$ cat config.mk
export PLATFORM = sky130hd
export DESIGN_NAME = cfg_payload_finder
export DESIGN_NICKNAME = d
export VERILOG_FILES = /design/src/rtl/bsk_pkg.sv /design/src/rtl/bsk_field_walk.sv /design/src/rtl/bsk_pre_match.sv /design/src/rtl/cfg_payload_finder.sv
export SDC_FILE = /design/constraint.sdc
export NUM_CORES = 1
export LEC_CHECK = 0
export BUFFER_PORTS_ARGS = -buffer_cell sky130_fd_sc_hd__buf_2
export CORE_MARGIN = 8
export CORE_UTILIZATION = 60
export CTS_CLUSTER_SIZE = 20
export DETAILED_ROUTE_END_ITERATION = 10
export PLACE_DENSITY_LB_ADDON = 0.2
export SLEW_MARGIN = 0
export SYNTH_ARGS = -nofsm -noshare
export SYNTH_HDL_FRONTEND = slang
export SYNTH_SLANG_ARGS = --single-unit
$ cat constraint.sdc
create_clock -name clk -period 3.3 [get_ports clk]
set_input_delay 0.66 -clock clk [delete_from_list [all_inputs] [get_ports clk]]
set_output_delay 0.66 -clock clk [all_outputs]
set_load 0.005 [all_outputs]
$ cat src/rtl/bsk_pkg.sv
`timescale 1ns/1ps
package bsk_pkg;

    typedef enum logic [2:0] {
        ST_IDLE,
        ST_HDR,
        ST_SCAN,
        ST_REPLAY,
        ST_PASS
    } bsk_state_e;

    typedef struct packed {
        logic [7:0] data;
        logic       last;
    } beat_t;

    localparam logic [7:0] FILL_BYTE  = 8'hFF;
    localparam logic [3:0] PACKED_NIB = 4'h3;

    function automatic logic is_fill(input logic [7:0] b);
        return b == FILL_BYTE;
    endfunction

    function automatic logic is_packed_tag(input logic [7:0] b);
        return b[7:4] == PACKED_NIB;
    endfunction

endpackage

$ cat src/rtl/bsk_field_walk.sv
`timescale 1ns/1ps
// Tracks the lead-in and the length-prefixed header fields (plain format).
module bsk_field_walk
    import bsk_pkg::*;
#(
    parameter int OFF_W      = 16,
    parameter int LEAD_LEN   = 15,
    parameter int N_FIELDS   = 4,
    parameter int FIELD_SPAN = 3
) (
    input  logic             clk,
    input  logic             rst,
    input  logic             restart,
    input  logic             step,
    input  logic [OFF_W-1:0] pos,
    input  logic [7:0]       data,
    output logic             hdr_end
);
    localparam int FLD_W = $clog2(N_FIELDS + 1);

    logic [OFF_W-1:0] nxt;
    logic [FLD_W-1:0] fld;
    logic             all_seen;

    assign all_seen = (fld == FLD_W'(N_FIELDS));
    assign hdr_end  = all_seen && ((pos + OFF_W'(1)) == nxt);

    always_ff @(posedge clk) begin
        if (rst || restart) begin
            nxt <= OFF_W'(LEAD_LEN);
            fld <= '0;
        end else if (step && !all_seen && (pos == nxt)) begin
            nxt <= pos + OFF_W'(data) + OFF_W'(FIELD_SPAN);
            fld <= fld + FLD_W'(1);
        end
    end

endmodule

$ cat src/rtl/bsk_pre_match.sv
`timescale 1ns/1ps
// Preamble detector: a run counter replaces a window of recent bytes.
module bsk_pre_match
    import bsk_pkg::*;
#(
    parameter int RUN_LEN = 4
) (
    input  logic       clk,
    input  logic       rst,
    input  logic       load,
    input  logic       step,
    input  logic       packed_mode,
    input  logic [7:0] data,
    output logic       hit
);
    localparam int RUN_W = (RUN_LEN > 1) ? $clog2(RUN_LEN) : 1;
    localparam logic [RUN_W-1:0] RUN_MAX = RUN_W'(RUN_LEN - 1);

    logic [RUN_W-1:0] run;

    always_comb begin
        if (packed_mode) hit = (run != '0) && is_packed_tag(data);
        else             hit = is_fill(data) && (run == RUN_MAX);
    end

    always_ff @(posedge clk) begin
        if (rst) begin
            run <= '0;
        end else if (load) begin
            run <= (packed_mode && is_fill(data)) ? RUN_W'(1) : '0;
        end else if (step) begin
            if (!is_fill(data))  run <= '0;
            else if (packed_mode) run <= RUN_W'(1);
            else if (run != RUN_MAX) run <= run + RUN_W'(1);
        end
    end

endmodule

$ cat src/rtl/cfg_payload_finder.sv
`timescale 1ns/1ps
module cfg_payload_finder
    import bsk_pkg::*;
#(
    parameter int OFF_W      = 16,
    parameter int LEAD_LEN   = 15,
    parameter int N_FIELDS   = 4,
    parameter int FIELD_SPAN = 3,
    parameter int RUN_LEN    = 4
) (
    input  logic             clk,
    input  logic             rst,
    input  logic             fmt_packed,
    input  logic             s_valid,
    output logic             s_ready,
    input  logic [7:0]       s_data,
    input  logic             s_last,
    output logic             m_valid,
    input  logic             m_ready,
    output logic [7:0]       m_data,
    output logic             m_last,
    output logic             start_valid,
    output logic [OFF_W-1:0] start_offset,
    output logic             no_preamble
);
    localparam int REP_W = (RUN_LEN > 1) ? $clog2(RUN_LEN) : 1;
    localparam logic [REP_W-1:0] REP_MAX = REP_W'(RUN_LEN - 1);
    localparam int MIN_PLAIN_OFF = LEAD_LEN + N_FIELDS * FIELD_SPAN;

    bsk_state_e       st;
    logic [OFF_W-1:0] pos;
    logic             packed_q;
    logic             pend_last;
    logic [REP_W-1:0] rep_cnt;
    logic             accept;
    logic             hdr_end;
    logic             hit;
    beat_t            ob;

    assign accept = s_valid && s_ready;

    always_comb begin
        s_ready = 1'b1;
        m_valid = 1'b0;
        ob      = '{data: 8'h00, last: 1'b0};
        case (st)
            ST_REPLAY: begin
                s_ready = 1'b0;
                m_valid = 1'b1;
                ob      = '{data: FILL_BYTE, last: pend_last && (rep_cnt == REP_MAX)};
            end
            ST_PASS: begin
                s_ready = m_ready;
                m_valid = s_valid;
                ob      = '{data: s_data, last: s_last};
            end
            default: ;
        endcase
    end
    assign m_data = ob.data;
    assign m_last = ob.last;

    bsk_field_walk #(
        .OFF_W(OFF_W), .LEAD_LEN(LEAD_LEN), .N_FIELDS(N_FIELDS), .FIELD_SPAN(FIELD_SPAN)
    ) u_walk (
        .clk(clk), .rst(rst),
        .restart(accept && st == ST_IDLE),
        .step(accept && st == ST_HDR),
        .pos(pos), .data(s_data), .hdr_end(hdr_end)
    );

    bsk_pre_match #(.RUN_LEN(RUN_LEN)) u_match (
        .clk(clk), .rst(rst),
        .load(accept && st == ST_IDLE),
        .step(accept && st == ST_SCAN),
        .packed_mode((st == ST_IDLE) ? fmt_packed : packed_q),
        .data(s_data), .hit(hit)
    );

    always_ff @(posedge clk) begin
        if (rst) begin
            st           <= ST_IDLE;
            pos          <= '0;
            packed_q     <= 1'b0;
            pend_last    <= 1'b0;
            rep_cnt      <= '0;
            start_valid  <= 1'b0;
            start_offset <= '0;
            no_preamble  <= 1'b0;
        end else begin
            if (accept) pos <= pos + OFF_W'(1);
            case (st)
                ST_IDLE: if (accept) begin
                    pos         <= OFF_W'(1);
                    packed_q    <= fmt_packed;
                    start_valid <= 1'b0;
                    no_preamble <= s_last;
                    if (!s_last) st <= fmt_packed ? ST_SCAN : ST_HDR;
                end
                ST_HDR: if (accept) begin
                    if (s_last) begin
                        no_preamble <= 1'b1;
                        st          <= ST_IDLE;
                    end else if (hdr_end) begin
                        st <= ST_SCAN;
                    end
                end
                ST_SCAN: if (accept) begin
                    if (hit) begin
                        start_valid <= 1'b1;
                        if (packed_q) begin
                            start_offset <= pos + OFF_W'(1);
                            st           <= s_last ? ST_IDLE : ST_PASS;
                        end else begin
                            start_offset <= pos - OFF_W'(RUN_LEN - 1);
                            pend_last    <= s_last;
                            rep_cnt      <= '0;
                            st           <= ST_REPLAY;
                        end
                    end else if (s_last) begin
                        no_preamble <= 1'b1;
                        st          <= ST_IDLE;
                    end
                end
                ST_REPLAY: if (m_ready) begin
                    rep_cnt <= rep_cnt + REP_W'(1);
                    if (rep_cnt == REP_MAX) st <= pend_last ? ST_IDLE : ST_PASS;
                end
                ST_PASS: if (accept && s_last) st <= ST_IDLE;
                default: st <= ST_IDLE;
            endcase
        end
    end

    // input is held while the preamble is replayed
    p_replay_hold_r10: assert property (@(posedge clk) disable iff (rst)
        (st == ST_REPLAY) |-> !s_ready);

    // no payload byte leaves before its offset is reported
    p_out_after_start_r8: assert property (@(posedge clk) disable iff (rst)
        m_valid |-> start_valid);

    // the report holds until the next file begins
    p_start_hold_r8: assert property (@(posedge clk) disable iff (rst)
        (start_valid && !(st == ST_IDLE && accept)) |=> (start_valid && $stable(start_offset)));

    // a file either matches or misses, never both
    p_found_or_miss_r7: assert property (@(posedge clk) disable iff (rst)
        !(start_valid && no_preamble));

    // a plain-format payload cannot start inside the minimum header
    p_plain_offset_r3: assert property (@(posedge clk) disable iff (rst)
        (start_valid && !packed_q) |-> (start_offset >= OFF_W'(MIN_PLAIN_OFF)));

    // a packed-format payload starts after a two-byte marker
    p_packed_offset_r5: assert property (@(posedge clk) disable iff (rst)
        (start_valid && packed_q) |-> (start_offset >= OFF_W'(2)));

endmodule

* Yosys cells after proc, flatten, opt, wreduce, memory -nomap -nowiden
Index checks and enable logic that the tools add are counted.
** Word-level totals
- Register bits after elaboration :: 62
- Input bits :: 14
- Output and inout bits :: 29
- Word-level logic and storage cells :: 118
** Cells by class
- Add/sub/neg operators :: 7
- Eq/ne operators :: 25
- Muxes and demuxes :: 46
- Bitwise operators :: 1
- Reductions and logical operators :: 28
** Operators with widths (number)
- 16-bit 2-to-1 mux :: 4
- 3-bit 2-to-1 mux :: 14
- 16-bit == test :: 2
- 2-bit inequality test (second input constant) :: 11
- 2-bit 2-to-1 mux :: 10
- 9-bit one-hot mux with 2 select lines :: 1
- 16-bit by 1-bit adder with 16-bit output (second input constant) :: 1
- 16-bit by 2-bit adder with 16-bit output (second input constant) :: 1
- 16-bit by 8-bit adder with 16-bit output :: 1
- 16-bit by 2-bit subtractor with 16-bit output (second input constant) :: 1
- 3-bit one-hot mux with 5 select lines :: 1
- 1-bit logical AND :: 12
- 1-bit 2-to-1 mux :: 11
- 5-bit AND reduction :: 2
- 9-bit AND reduction :: 1
- 8-bit == test (second input constant) :: 1
- 4-bit AND reduction :: 2
- 2-bit nonzero test :: 4
- 3-bit by 2-bit == test with 1-bit output (second input constant) :: 2
- 3-bit == test (second input constant) :: 2
- 3-bit inequality test (second input constant) :: 2
- 1-bit one-hot mux with 2 select lines :: 3
- 2-bit by 1-bit adder with 2-bit output (second input constant) :: 2
- 2-bit == test (second input constant) :: 2
- 13 further kinds :: 14

* Longest topological paths before layout
- Word-level depth :: 7
- Mapped depth :: 13
- Depth with buffers taken out :: 13

* Hierarchy
Synthesis repeated with hierarchy kept, for this count alone.
** Unflattened totals
- Cell total of the unflattened synthesis :: 633
- Area, all modules :: 4880.9 µm²
** By module, submodules not included
- cfg_payload_finder :: instances 1, cells each 350, area each 2597.5 µm²
- bsk_field_walk :: instances 1, cells each 260, area each 2083.2 µm²
- bsk_pre_match :: instances 1, cells each 23, area each 200.2 µm²

* Worst setup path before layout
No wires, ideal clock.
- Path type :: reg-to-reg
- From :: register pos[0]
- To :: register st[0]
- Setup time :: 115 ps
- Data arrival time :: 2707 ps
- Data required time :: 3185 ps
- Path slack :: 479 ps
- Cell stages (with the launch flop) :: 10
- Path through :: dfxtp_1 ha_1 buf_2 nand3_2 or4_4 or4_1 a31oi_1 o22ai_1 or4_4 o21a_1
** On the way
- Word-level cells in the longest chain between the ends :: 5
** Ends and longest elaborated chain
- start: declaration :: RTL line cfg_payload_finder.sv:31 : logic [OFF_W-1:0] pos;
- start signal: assignment :: RTL line cfg_payload_finder.sv:91 : if (accept) pos <= pos + OFF_W'(1);
- 16-bit by 1-bit adder with 16-bit output :: RTL line bsk_field_walk.sv:26 : assign hdr_end = all_seen && ((pos + OFF_W'(1)) == nxt);
- 16-bit == test :: RTL line bsk_field_walk.sv:26
- 1-bit logical AND :: RTL line bsk_field_walk.sv:26
- 3-bit inequality test (no source line)
- 9-bit AND reduction (no source line)
- end signal: assignment :: RTL line cfg_payload_finder.sv:98 : if (!s_last) st <= fmt_packed ? ST_SCAN : ST_HDR;
- end signal: assignment :: RTL line cfg_payload_finder.sv:113 : st <= s_last ? ST_IDLE : ST_PASS;
- end signal: assignment :: RTL line cfg_payload_finder.sv:127 : if (rep_cnt == REP_MAX) st <= pend_last ? ST_IDLE : ST_PASS;
- end: declaration :: RTL line cfg_payload_finder.sv:30 : bsk_state_e st;
Every way passes these cells.
A chain may end at the register's enable or synchronous reset.

==> run metrics <==
status finished clean; Psw 0.473 mW; NumNets Final 654; post-synthesis sequential area ratio 0.277; worst-skew pair later-pin latency 350 ps; # fillers 614; synthesized flop and latch total 62; setup ws final 135 ps; Yosys cell types 59; sequential share of power 0.442; IR drop worst, VDD 0.192 mV; Power Density 347 nW/um^2; clock sinks 62; Final Hold Violating Endpoints 0; Worst Path Required 3550 ps; top cells by area, synth dfxtp_1, ha_1, nor2_1, xnor2_1, a21oi_1; Die Ht 102 um; largest net degree at the start of global routing 39; via count 4377; Remaining DRCs 0; clk slew on worst S/H paths 70 ps; Final Max Tran Viols 0; worst-path fanout max 8; maxcap violations 0; Comb pwr share 0.155; Fmax achieved 0.316 GHz; Setup Buffers After CTS 0; clk_skew ~14 ps; CTS H-tree depth 3; Crit. End Element flop; CP startpoint kind flop; EDFF count, synth 0; R2R depth 8; drt via density 6.09; Final setup viols 0; layout cells sized above 1 0.160; Wirelength per Cell 16.4 um; initial antenna violation count 0; I/O pin count 43; crit path DAT 3420 ps; # port buffers 42; Worst Hold Class reg2reg; Initial Utilization 0.618; TritonCTS Buffers 9; Leakage 2.09 nW; mapped cell area 4480 um^2; CTS tree built; vias in the first global route 4070; Syn. warnings 0; TritonRoute pass-1 iters 5; switch share 0.272; TNS Setup 0 ps; RSZ-0062 raised after global routing no; top cell type's share of synthesized area 0.277; Synth Instances around 580; post-route ant nets 0; post-synthesis net count 620; initial DRC count 329; first-pass GRT wire length 19400 um; clk buf depth 2; GPL Wtd Cong 0.888; cts hold-fix bufs 0; flop-to-flop setup slack approximately 130 ps; Hold WS 474 ps; ys async rst share 0; final cycle utilization of the critical path 0.959; Avg Inst Size Synth 7.70 um^2; Remaining Overflow, GRT 0; Rel. slew slack 0.359; Area growth, synth to finish 12.1%; Slew @ Worst Pin ~960 ps; Antenna Diode Count 0; row cnt 31; Main synth FF type dfxtp_1; die area around 10000 um^2; post-CTS resize count 0; Power Internal approximately 1.3 mW; worst reg2reg path endpoint st[0]; Clk pwr share 0.404; root buffer cell clkbuf_8; Critical Path Sink st[0]; Die W 102 um; core area around 7300 um^2; min Tclk post-route 3170 ps; Total Routing Usage GR 0.233; kind of critical path reg2reg; final wirelength 11800 um; cell taking the most area after synthesis dfxtp_1; post-DP HPWL slightly below 9000 um; Setup WS pre-CTS 184 ps
cells in the final DEF (no fill, tap or decap), types with 8 or more instances in the layout:
cell type and count:
mux2i_1 19, clkbuf_8 12, nand2_1 48, or4_1 8
a211oi_1 8, dfxtp_1 62, nor3_1 16, or3_1 14
xnor2_1 26, xor2_1 25, buf_4 24, a21o_1 12
o21ai_0 28, buf_2 42, nor2_1 63, a21oi_1 45
nand4_1 8, nand3_1 16, a31oi_1 10, nor4_1 10
ha_1 23, inv_1 19
cell usage after synthesis, types with 6 or more instances:
master	n
a211oi_1	8
a21o_1	12
a21oi_1	45
a31oi_1	10
buf_2	6
clkbuf_1	29
dfxtp_1	62
ha_1	23
inv_1	19
mux2i_1	19
nand2_1	48
nand2b_1	6
nand3_1	16
nand4_1	8
nor2_1	63
nor3_1	16
nor4_1	11
o21ai_0	28
or3_1	14
or4_1	8
xnor2_1	26
xor2_1	25
cell families after synthesis:
family,share of synthesized area
fa+ha+maj,0.0687
mux,0.0475
flops,0.277
simple gates,0.259
compound gates,0.190
xor+xnor,0.0997
buf+inv,0.0578
worst max-delay path: stages, from the launching register on:
cell	delay, ps
dfxtp_1	470
ha_1	390
nand3_2	220
or4_4	540
or4_1	410
a31oi_1	150
o22ai_1	110
or4_4	570
o21a_1	200
final cells by class:
| cell class | instances | area [um^2] | area share |
|---|---|---|---|
| clock buffers | 12 | 165 | 0.0329 |
| clock inverters | 3 | 42.5 | 0.00847 |
| inverters | 19 | 71.3 | 0.0142 |
| repair buffers | 66 | 390 | 0.0777 |
| multi-input cells | 458 | 2990 | 0.595 |
| well taps | 99 | 124 | 0.0247 |
| flip-flops and latches | 62 | 1240 | 0.247 |
power groups by stage:
stage / sequential (mW) / clock (mW) / combinational (mW)
after floorplan: 0.779 / 0 / 0.186
after global placement: 0.784 / 0 / 0.255
after detailed placement: 0.785 / 0 / 0.264
after CTS: 0.768 / 0.707 / 0.266
after global routing: 0.770 / 0.745 / 0.297
final: 0.769 / 0.703 / 0.269
per-stage QoR:
step	cell area (um^2)	std cells	utilization	total power, mW
after floorplan	4480	582	-	0.965
after global placement	4810	704	0.664	1.04
after detailed placement	4810	704	0.664	1.05
after CTS	5020	719	0.692	1.74
after global routing	5020	719	0.692	1.81
final	5020	719	0.692	1.74
routing by layer:
layer | global-route usage | vias up | wire (um)
met1 | 0.309 | 2059 | 5400
met3 | 0.0477 | 14 | 780
met5 | 0 | - | 0
met4 | 0.0688 | 0 | 157
li1 | - | 2144 | -
met2 | 0.369 | 160 | 5430
worst min path at each step:
stage	startpoint	cells after the start	endpoint	slack [ps]
4_1_cts	u_walk.nxt[8]	2	u_walk.nxt[8]	480
6_report	u_walk.nxt[8]	2	u_walk.nxt[8]	470
3_5_place_dp	no_preamble	1	no_preamble	470
3_3_place_gp	start_valid	2	start_valid	450
5_1_grt	u_walk.nxt[8]	2	u_walk.nxt[8]	490
2_1_floorplan	u_walk.nxt[5]	2	u_walk.nxt[5]	440
Note: power is estimated with default switching activity, not from simulation.
